<file path="src/rtl/sbPkg.sv">
package sbPkg;
  parameter int SB_REGS  = 16;
  parameter int SB_DEPTH = 4;
  parameter int SB_FUS   = 3;

  localparam int REG_W = $clog2(SB_REGS);
  localparam int TAG_W = (SB_DEPTH > 1) ? $clog2(SB_DEPTH) : 1;
  localparam int FU_W  = (SB_FUS > 1) ? $clog2(SB_FUS) : 1;
  localparam int CNT_W = $clog2(SB_DEPTH + 1);

  typedef enum logic [1:0] {
    ST_WAIT = 2'd0,
    ST_EXEC = 2'd1,
    ST_DONE = 2'd2
  } stage_e;

  typedef struct packed {
    logic             valid;
    stage_e           stage;
    logic [FU_W-1:0]  fu;
    logic [REG_W-1:0] dst;
    logic [REG_W-1:0] srcA;
    logic [REG_W-1:0] srcB;
    logic [TAG_W-1:0] rank;   // 0 = oldest occupied entry
  } winEntry_t;

  typedef struct packed {
    logic             issueEn;
    logic [TAG_W-1:0] issueSlot;
    logic [TAG_W-1:0] issueRank;
    logic             dispEn;
    logic [TAG_W-1:0] dispSlot;
    logic             doneEn;
    logic [TAG_W-1:0] doneSlot;
    logic             wbEn;
    logic [TAG_W-1:0] wbSlot;
  } sbStrobe_t;
endpackage

</file>
<file path="src/rtl/sbOldestPick.sv">
module sbOldestPick
  import sbPkg::*;
#(
  parameter int N = SB_DEPTH
) (
  input  logic [N-1:0]            elig,
  input  logic [N-1:0][TAG_W-1:0] rank,
  output logic [N-1:0]            pick,
  output logic                    any,
  output logic [TAG_W-1:0]        idx
);
  logic [N-1:0] beaten;

  always_comb begin
    beaten = '0;
    for (int i = 0; i < N; i++) begin
      for (int j = 0; j < N; j++) begin
        if (elig[j] && (rank[j] < rank[i])) beaten[i] = 1'b1;
      end
    end
    pick = elig & ~beaten;
  end

  always_comb begin
    any = |elig;
    idx = '0;
    for (int i = 0; i < N; i++) begin
      if (pick[i]) idx = TAG_W'(i);
    end
  end
endmodule

</file>
<file path="src/rtl/sbControl.sv">
module sbControl
  import sbPkg::*;
(
  input  logic                           clk,
  input  logic                           rstN,
  input  winEntry_t [SB_DEPTH-1:0]       winQ,
  input  logic [SB_REGS-1:0]             pendQ,
  input  logic                           inValid,
  input  logic [FU_W-1:0]                inFu,
  input  logic [REG_W-1:0]               inDst,
  input  logic [SB_FUS-1:0]              fuAvail,
  input  logic                           doneValid,
  input  logic [TAG_W-1:0]               doneTag,
  output logic                           issueReady,
  output sbStrobe_t                      st
);
  logic [CNT_W-1:0]                occCount;
  logic                            freeFound;
  logic [TAG_W-1:0]                freeSlot;
  logic                            fuInFree;
  logic [SB_DEPTH-1:0]             srcBlocked;
  logic [SB_DEPTH-1:0]             warHold;
  logic [SB_DEPTH-1:0]             entryFuFree;
  logic [SB_DEPTH-1:0]             dispElig;
  logic [SB_DEPTH-1:0]             wbElig;
  logic [SB_DEPTH-1:0]             dispPick;
  logic [SB_DEPTH-1:0]             wbPick;
  logic [SB_DEPTH-1:0][TAG_W-1:0]  rankVec;
  logic                            dispAny;
  logic                            wbAny;
  logic [TAG_W-1:0]                dispIdx;
  logic [TAG_W-1:0]                wbIdx;

  // occupancy, lowest free slot, unit availability for the offered op
  always_comb begin
    occCount  = '0;
    freeFound = 1'b0;
    freeSlot  = '0;
    for (int i = 0; i < SB_DEPTH; i++) begin
      if (winQ[i].valid) begin
        occCount = occCount + CNT_W'(1);
      end else if (!freeFound) begin
        freeFound = 1'b1;
        freeSlot  = TAG_W'(i);
      end
    end
    fuInFree = 1'b0;
    for (int k = 0; k < SB_FUS; k++) begin
      if (inFu == FU_W'(k)) fuInFree = fuAvail[k];
    end
  end

  assign issueReady = freeFound && fuInFree && !pendQ[inDst];

  // hazard matrix: older writers block readers, older waiting readers hold writers
  always_comb begin
    srcBlocked  = '0;
    warHold     = '0;
    entryFuFree = '0;
    for (int i = 0; i < SB_DEPTH; i++) begin
      rankVec[i] = winQ[i].rank;
      for (int k = 0; k < SB_FUS; k++) begin
        if (winQ[i].fu == FU_W'(k)) entryFuFree[i] = fuAvail[k];
      end
      for (int j = 0; j < SB_DEPTH; j++) begin
        if (winQ[j].valid && winQ[i].valid && (winQ[j].rank < winQ[i].rank)) begin
          if ((winQ[j].dst == winQ[i].srcA) || (winQ[j].dst == winQ[i].srcB))
            srcBlocked[i] = 1'b1;
          if ((winQ[j].stage == ST_WAIT) &&
              ((winQ[j].srcA == winQ[i].dst) || (winQ[j].srcB == winQ[i].dst)))
            warHold[i] = 1'b1;
        end
      end
      dispElig[i] = winQ[i].valid && (winQ[i].stage == ST_WAIT) &&
                    !srcBlocked[i] && entryFuFree[i];
      wbElig[i]   = winQ[i].valid && (winQ[i].stage == ST_DONE) && !warHold[i];
    end
  end

  sbOldestPick #(.N(SB_DEPTH)) dispPick_i (
    .elig(dispElig), .rank(rankVec), .pick(dispPick), .any(dispAny), .idx(dispIdx)
  );

  sbOldestPick #(.N(SB_DEPTH)) wbPick_i (
    .elig(wbElig), .rank(rankVec), .pick(wbPick), .any(wbAny), .idx(wbIdx)
  );

  always_comb begin
    st.issueEn   = inValid && issueReady;
    st.issueSlot = freeSlot;
    st.issueRank = TAG_W'(occCount - CNT_W'(wbAny));
    st.dispEn    = dispAny;
    st.dispSlot  = dispIdx;
    st.doneEn    = doneValid && winQ[doneTag].valid && (winQ[doneTag].stage == ST_EXEC);
    st.doneSlot  = doneTag;
    st.wbEn      = wbAny;
    st.wbSlot    = wbIdx;
  end

  // the age picker never grants two dispatches
  p_one_dispatch_r7: assert property (@(posedge clk) disable iff (!rstN)
    $onehot0(dispPick));

  // the age picker never grants two writebacks
  p_one_writeback_r10: assert property (@(posedge clk) disable iff (!rstN)
    $onehot0(wbPick));

  // a dispatched entry's unit reported it could take work
  p_disp_unit_free_r6: assert property (@(posedge clk) disable iff (!rstN)
    st.dispEn |-> fuAvail[winQ[st.dispSlot].fu]);
endmodule

</file>
<file path="src/rtl/sbDatapath.sv">
module sbDatapath
  import sbPkg::*;
(
  input  logic                      clk,
  input  logic                      rstN,
  input  sbStrobe_t                 st,
  input  logic [FU_W-1:0]           inFu,
  input  logic [REG_W-1:0]          inDst,
  input  logic [REG_W-1:0]          inSrcA,
  input  logic [REG_W-1:0]          inSrcB,
  output winEntry_t [SB_DEPTH-1:0]  winQ,
  output logic [SB_REGS-1:0]        pendQ,
  output logic [FU_W-1:0]           dispFu,
  output logic [REG_W-1:0]          dispDst,
  output logic [REG_W-1:0]          dispSrcA,
  output logic [REG_W-1:0]          dispSrcB,
  output logic [REG_W-1:0]          wbDst
);
  logic [TAG_W-1:0]    freedRank;
  logic [SB_REGS-1:0]  ownedRegs;
  logic [SB_DEPTH-1:0] occVec;

  assign freedRank = winQ[st.wbSlot].rank;

  always_ff @(posedge clk) begin
    if (!rstN) begin
      winQ  <= '0;
      pendQ <= '0;
    end else begin
      for (int i = 0; i < SB_DEPTH; i++) begin
        if (st.wbEn && (st.wbSlot == TAG_W'(i))) begin
          winQ[i].valid <= 1'b0;
        end else if (winQ[i].valid && st.wbEn && (winQ[i].rank > freedRank)) begin
          winQ[i].rank <= winQ[i].rank - TAG_W'(1);
        end
        if (st.dispEn && (st.dispSlot == TAG_W'(i))) winQ[i].stage <= ST_EXEC;
        if (st.doneEn && (st.doneSlot == TAG_W'(i))) winQ[i].stage <= ST_DONE;
        if (st.issueEn && (st.issueSlot == TAG_W'(i))) begin
          winQ[i].valid <= 1'b1;
          winQ[i].stage <= ST_WAIT;
          winQ[i].fu    <= inFu;
          winQ[i].dst   <= inDst;
          winQ[i].srcA  <= inSrcA;
          winQ[i].srcB  <= inSrcB;
          winQ[i].rank  <= st.issueRank;
        end
      end
      if (st.wbEn)    pendQ[winQ[st.wbSlot].dst] <= 1'b0;
      if (st.issueEn) pendQ[inDst] <= 1'b1;
    end
  end

  assign dispFu   = winQ[st.dispSlot].fu;
  assign dispDst  = winQ[st.dispSlot].dst;
  assign dispSrcA = winQ[st.dispSlot].srcA;
  assign dispSrcB = winQ[st.dispSlot].srcB;
  assign wbDst    = winQ[st.wbSlot].dst;

  // registers claimed by occupied slots, used to cross-check the busy bits
  always_comb begin
    ownedRegs = '0;
    for (int i = 0; i < SB_DEPTH; i++) begin
      occVec[i] = winQ[i].valid;
      if (winQ[i].valid) ownedRegs[winQ[i].dst] = 1'b1;
    end
  end

  // busy bits match exactly the destinations held in the window
  p_busy_matches_window_r2: assert property (@(posedge clk) disable iff (!rstN)
    pendQ == ownedRegs);

  // no second writer of a register enters the window
  p_single_writer_r3: assert property (@(posedge clk) disable iff (!rstN)
    st.issueEn |-> !ownedRegs[inDst]);

  // nothing is accepted into a full window
  p_no_overfill_r4: assert property (@(posedge clk) disable iff (!rstN)
    st.issueEn |-> !(&occVec));

  // a written-back slot is free in the next cycle
  p_slot_freed_r8: assert property (@(posedge clk) disable iff (!rstN)
    st.wbEn |=> !winQ[$past(st.wbSlot)].valid);

  // an accepted completion leaves its slot finished
  p_done_marks_r11: assert property (@(posedge clk) disable iff (!rstN)
    st.doneEn |=> (winQ[$past(st.doneSlot)].stage == ST_DONE));
endmodule

</file>
<file path="src/rtl/sbIssueCtl.sv">
module sbIssueCtl
  import sbPkg::*;
(
  input  logic                 clk,
  input  logic                 rstN,
  input  logic                 inValid,
  input  logic [FU_W-1:0]      inFu,
  input  logic [REG_W-1:0]     inDst,
  input  logic [REG_W-1:0]     inSrcA,
  input  logic [REG_W-1:0]     inSrcB,
  output logic                 issueReady,
  input  logic [SB_FUS-1:0]    fuAvail,
  output logic                 dispValid,
  output logic [TAG_W-1:0]     dispTag,
  output logic [FU_W-1:0]      dispFu,
  output logic [REG_W-1:0]     dispDst,
  output logic [REG_W-1:0]     dispSrcA,
  output logic [REG_W-1:0]     dispSrcB,
  input  logic                 doneValid,
  input  logic [TAG_W-1:0]     doneTag,
  output logic                 wbValid,
  output logic [TAG_W-1:0]     wbTag,
  output logic [REG_W-1:0]     wbDst,
  output logic [SB_REGS-1:0]   pendingBits
);
  winEntry_t [SB_DEPTH-1:0] winQ;
  logic [SB_REGS-1:0]       pendQ;
  sbStrobe_t                st;

  sbControl ctl_i (
    .clk(clk), .rstN(rstN), .winQ(winQ), .pendQ(pendQ),
    .inValid(inValid), .inFu(inFu), .inDst(inDst), .fuAvail(fuAvail),
    .doneValid(doneValid), .doneTag(doneTag),
    .issueReady(issueReady), .st(st)
  );

  sbDatapath dp_i (
    .clk(clk), .rstN(rstN), .st(st),
    .inFu(inFu), .inDst(inDst), .inSrcA(inSrcA), .inSrcB(inSrcB),
    .winQ(winQ), .pendQ(pendQ),
    .dispFu(dispFu), .dispDst(dispDst), .dispSrcA(dispSrcA), .dispSrcB(dispSrcB),
    .wbDst(wbDst)
  );

  assign dispValid   = st.dispEn;
  assign dispTag     = st.dispSlot;
  assign wbValid     = st.wbEn;
  assign wbTag       = st.wbSlot;
  assign pendingBits = pendQ;
endmodule

</file>
<file path="config.mk">
export PLATFORM = sky130hd
export DESIGN_NAME = sbIssueCtl
export DESIGN_NICKNAME = d
export VERILOG_FILES = /design/src/rtl/sbPkg.sv /design/src/rtl/sbOldestPick.sv /design/src/rtl/sbControl.sv /design/src/rtl/sbDatapath.sv /design/src/rtl/sbIssueCtl.sv
export SDC_FILE = /design/constraint.sdc
export NUM_CORES = 1
export LEC_CHECK = 0
export BUFFER_PORTS_ARGS = -buffer_cell sky130_fd_sc_hd__buf_2
export CORE_UTILIZATION = 54
export DETAILED_ROUTE_END_ITERATION = 8
export PLACE_DENSITY = 0.73
export SYNTH_ARGS = -nofsm -noshare
export SYNTH_HDL_FRONTEND = slang
export SYNTH_SLANG_ARGS = --single-unit
export TNS_END_PERCENT = 50
</file>
<file path="constraint.sdc">
create_clock -name clk -period 6 [get_ports clk]
set_clock_uncertainty 0.15 [all_clocks]
set_input_delay 0.3 -clock clk [delete_from_list [all_inputs] [get_ports clk]]
set_output_delay 0.3 -clock clk [all_outputs]
set_load 0.02 [all_outputs]
</file>
==> impl_metrics.tcl <==
set metrics [dict create \
    syn_area_um2 7140 \
    cp_common_cell "ha_1" \
    arrival_ns 5.39 \
    dieArea_um2 13700 \
    hp-class "in -> reg" \
    first_iter_violations 635 \
    vias_per_cell 6.26 \
    power.leakage_nw 2.82 \
    critPathRequiredTime_ns 6.16 \
    clk_latency_ns 0.36 \
    numCtsBuffers 9 \
    min_delay_path_depth 3 \
    layout_common_cells "xnor2_1 (98), nor2_1 (97), dfxtp_1 (92)" \
    ant_nets 0 \
    cts.clk_slew.worst_paths_ns 0.07 \
    cellPowerDensity_nw_per_um2 188 \
    synthArstFlopShare 0 \
    syn_nets 916 \
    fin_util 0.599 \
    rsz0062_at_grt "no" \
    fin_crit_ns 5.23 \
    avgRoutedWirePerCell_um 21.0 \
    critPathTopFamily "compound AO/OA/AOI/OAI gates" \
    ys.flop_type "dfxtp_1" \
    final.period_utilization 0.872 \
    crit_path_cell_trace "inv_1 -> ha_1 -> nor2b_1 -> o21ai_0 -> buf_4 -> a2111oi_0 -> nor4_2 -> a22o_1 -> nor2_2 -> nor3_1 -> a221oi_1 -> ha_1 -> or2_2 -> a311o_1 -> or3_1 -> nand3_1" \
    vdd_drop_max_mv 0.183 \
    crit_path_end_kind "flip-flop" \
    cts-resized-gates 0 \
    gp_congestion 0.972 \
    fin_setup_tns_ns 0 \
    cts_tree "yes" \
    path_max_fanout 10 \
    syn_avg_cell_area_um2 8.17 \
    grtUsageTotal 0.338 \
    worst_slew_pin_slew_ns 1.10 \
    path_class "reg -> reg" \
    yosys.cell_types.count 76 \
    grt_pass1_wl_mm 34.5 \
    final_nets 928 \
    r2r_end "dp_i.winQ[38]$_SDFFE_PN0P_" \
    syn_to_final_growth_pct 7.24 \
    post-cts-setup-buffer-count 0 \
    drtPass1Iterations 5 \
    r2r_start "dp_i.winQ[20]$_SDFFE_PN0P_" \
    cts_root_buffer "clkbuf_16" \
    maxSlewViolCount 0 \
    diodes 0 \
    cts-hold-fix-buffers 0 \
    syn_inst 873 \
    hold_start "inSrcA[3]" \
    synth_edf_count 0 \
    grt_max_degree 65 \
    finalHoldViolCount 0 \
    clock_path_buffers 2 \
    drc 0 \
    hpwl_mm 16.2 \
    drive_above_1_share 0.157 \
    reg2reg_slack_ns 0.77 \
    fin_area_um2 7650 \
    wl_mm 22.3 \
    boundaryPins 64 \
    cts.sinks 92 \
    die_width_um 117 \
    fmax_mhz 191 \
    synth-seq-cells 92 \
    seq_area_frac_synth 0.258 \
    setup_viol 0 \
    drv_cap 0 \
    critical_path.slowest_cell "a221oi_1" \
    max_stage_delay_ns 0.63 \
    antenna_found_initial 0 \
    cts_max_level 3 \
    critical_path_buf_inv_count 2 \
    worst_hold_path.endpoint "dp_i.winQ[9]$_SDFFE_PN0P_" \
    die_y_um 117 \
    r2r_cells 16 \
    initial_core_util 0.559 \
    final_common_cell "xnor2_1" \
    status "finished, final reports clean" \
    floorplan.core_area_um2 12800 \
    port_buffers 63 \
    placed_cell_area_um2 7350 \
    grt-ovfl-total 0 \
    rows 41 \
    relSlewSlack 0.268 \
    cp-start-kind "flip-flop" \
    synth_warnings 0 \
    grt_pass1_vias 6068 \
    vias 6653 \
]
## cell usage after synthesis (all sizes together), types with 5 or more instances
cell	instances	area, µm²
a2111oi	10	96.3
a211oi	9	72.6
a21boi	5	37.5
a21oi	32	164
a31oi	9	68.8
and2	6	37.5
buf	40	265
clkbuf	34	149
dfxtp	92	1840
ha	20	250
inv	28	105
mux2	14	158
mux2i	75	751
mux4	5	113
nand2	53	199
nand2b	6	37.5
nand3	16	80.1
nand3b	10	75.1
nand4	24	150
nor2	100	380
nor2b	9	56.3
nor3	33	165
nor4	16	121
o21ai	57	285
o31ai	5	37.5
or2	11	68.8
or3	10	62.6
xnor2	99	875
## tightest hold or removal path: cells and delay by family
kind,cells,cell delay (ns)
simple gates,1,0.07
buf+inv,1,0.11
mux,1,0.07
## layer usage
layer	part of all wire	track usage	vias up
met1	0.45	0.476	3196
met4	0.022	0.105	0
met3	0.083	0.0551	37
met5	0	0	-
met2	0.45	0.528	298
li1	-	-	3122
## per-stage QoR
| stage | std cells | setup slack, ns | power [mW] | hold WS (ns) |
|---|---|---|---|---|
| 3_5_place_dp | 1046 | 0.936 | 0.850 | 0.366 |
| 2_1_floorplan | 873 | 1.41 | 0.782 | 0.294 |
| 6_report | 1062 | 0.769 | 1.44 | 0.0701 |
| 3_3_place_gp | 1046 | 0.839 | 0.851 | 0.346 |
| 5_1_grt | 1062 | 0.340 | 1.49 | 0.0835 |
| 4_1_cts | 1062 | 0.890 | 1.44 | 0.0730 |
## worst max-delay path by stage
stage	startpoint	endpoint	slack, ns	cells after the start
after floorplan	dp_i.winQ[20]$_SDFFE_PN0P_	dp_i.winQ[38]$_SDFFE_PN0P_	1.41	16
after global placement	dp_i.winQ[20]$_SDFFE_PN0P_	dp_i.winQ[38]$_SDFFE_PN0P_	0.84	16
after detailed placement	dp_i.winQ[20]$_SDFFE_PN0P_	dp_i.winQ[38]$_SDFFE_PN0P_	0.94	16
after CTS	dp_i.winQ[20]$_SDFFE_PN0P_	dp_i.winQ[38]$_SDFFE_PN0P_	0.89	16
after global routing	dp_i.winQ[39]$_SDFFE_PN0P_	dp_i.winQ[38]$_SDFFE_PN0P_	0.34	17
final	dp_i.winQ[20]$_SDFFE_PN0P_	dp_i.winQ[38]$_SDFFE_PN0P_	0.77	16
## registers in the layout, summed over array words and instances, names as in the netlist
register / count
dp_i.pendQ: 16
dp_i.winQ: 76
## logic make-up (layout without fill, tap and decap cells)
logic type,after synthesis,after routing,share of synthesized area
buf+inv,102,119,0.0728
compound gates,159,159,0.152
fa+ha+maj,20,20,0.0351
flops,92,92,0.258
simple gates,306,306,0.215
xor+xnor,100,100,0.124
mux,94,94,0.143
## area by class of cell
class                      count  area, µm²
clock inverter                 6       66.3
fill                        1162       5120
multi-input combinational    679       4780
timing repair buffer          75        405
sequential                    92       1840
inverter                      28        105
tap                          172        215
clock buffer                  10        239
## power by group
group,internal (mW),total [mW],switching [mW]
sequential,0.620,0.640,0.0205
combinational,0.0752,0.202,0.127
clock,0.306,0.597,0.291
total,1.00,1.44,0.438
No activity file was read; power rests on OpenSTA's default activity.
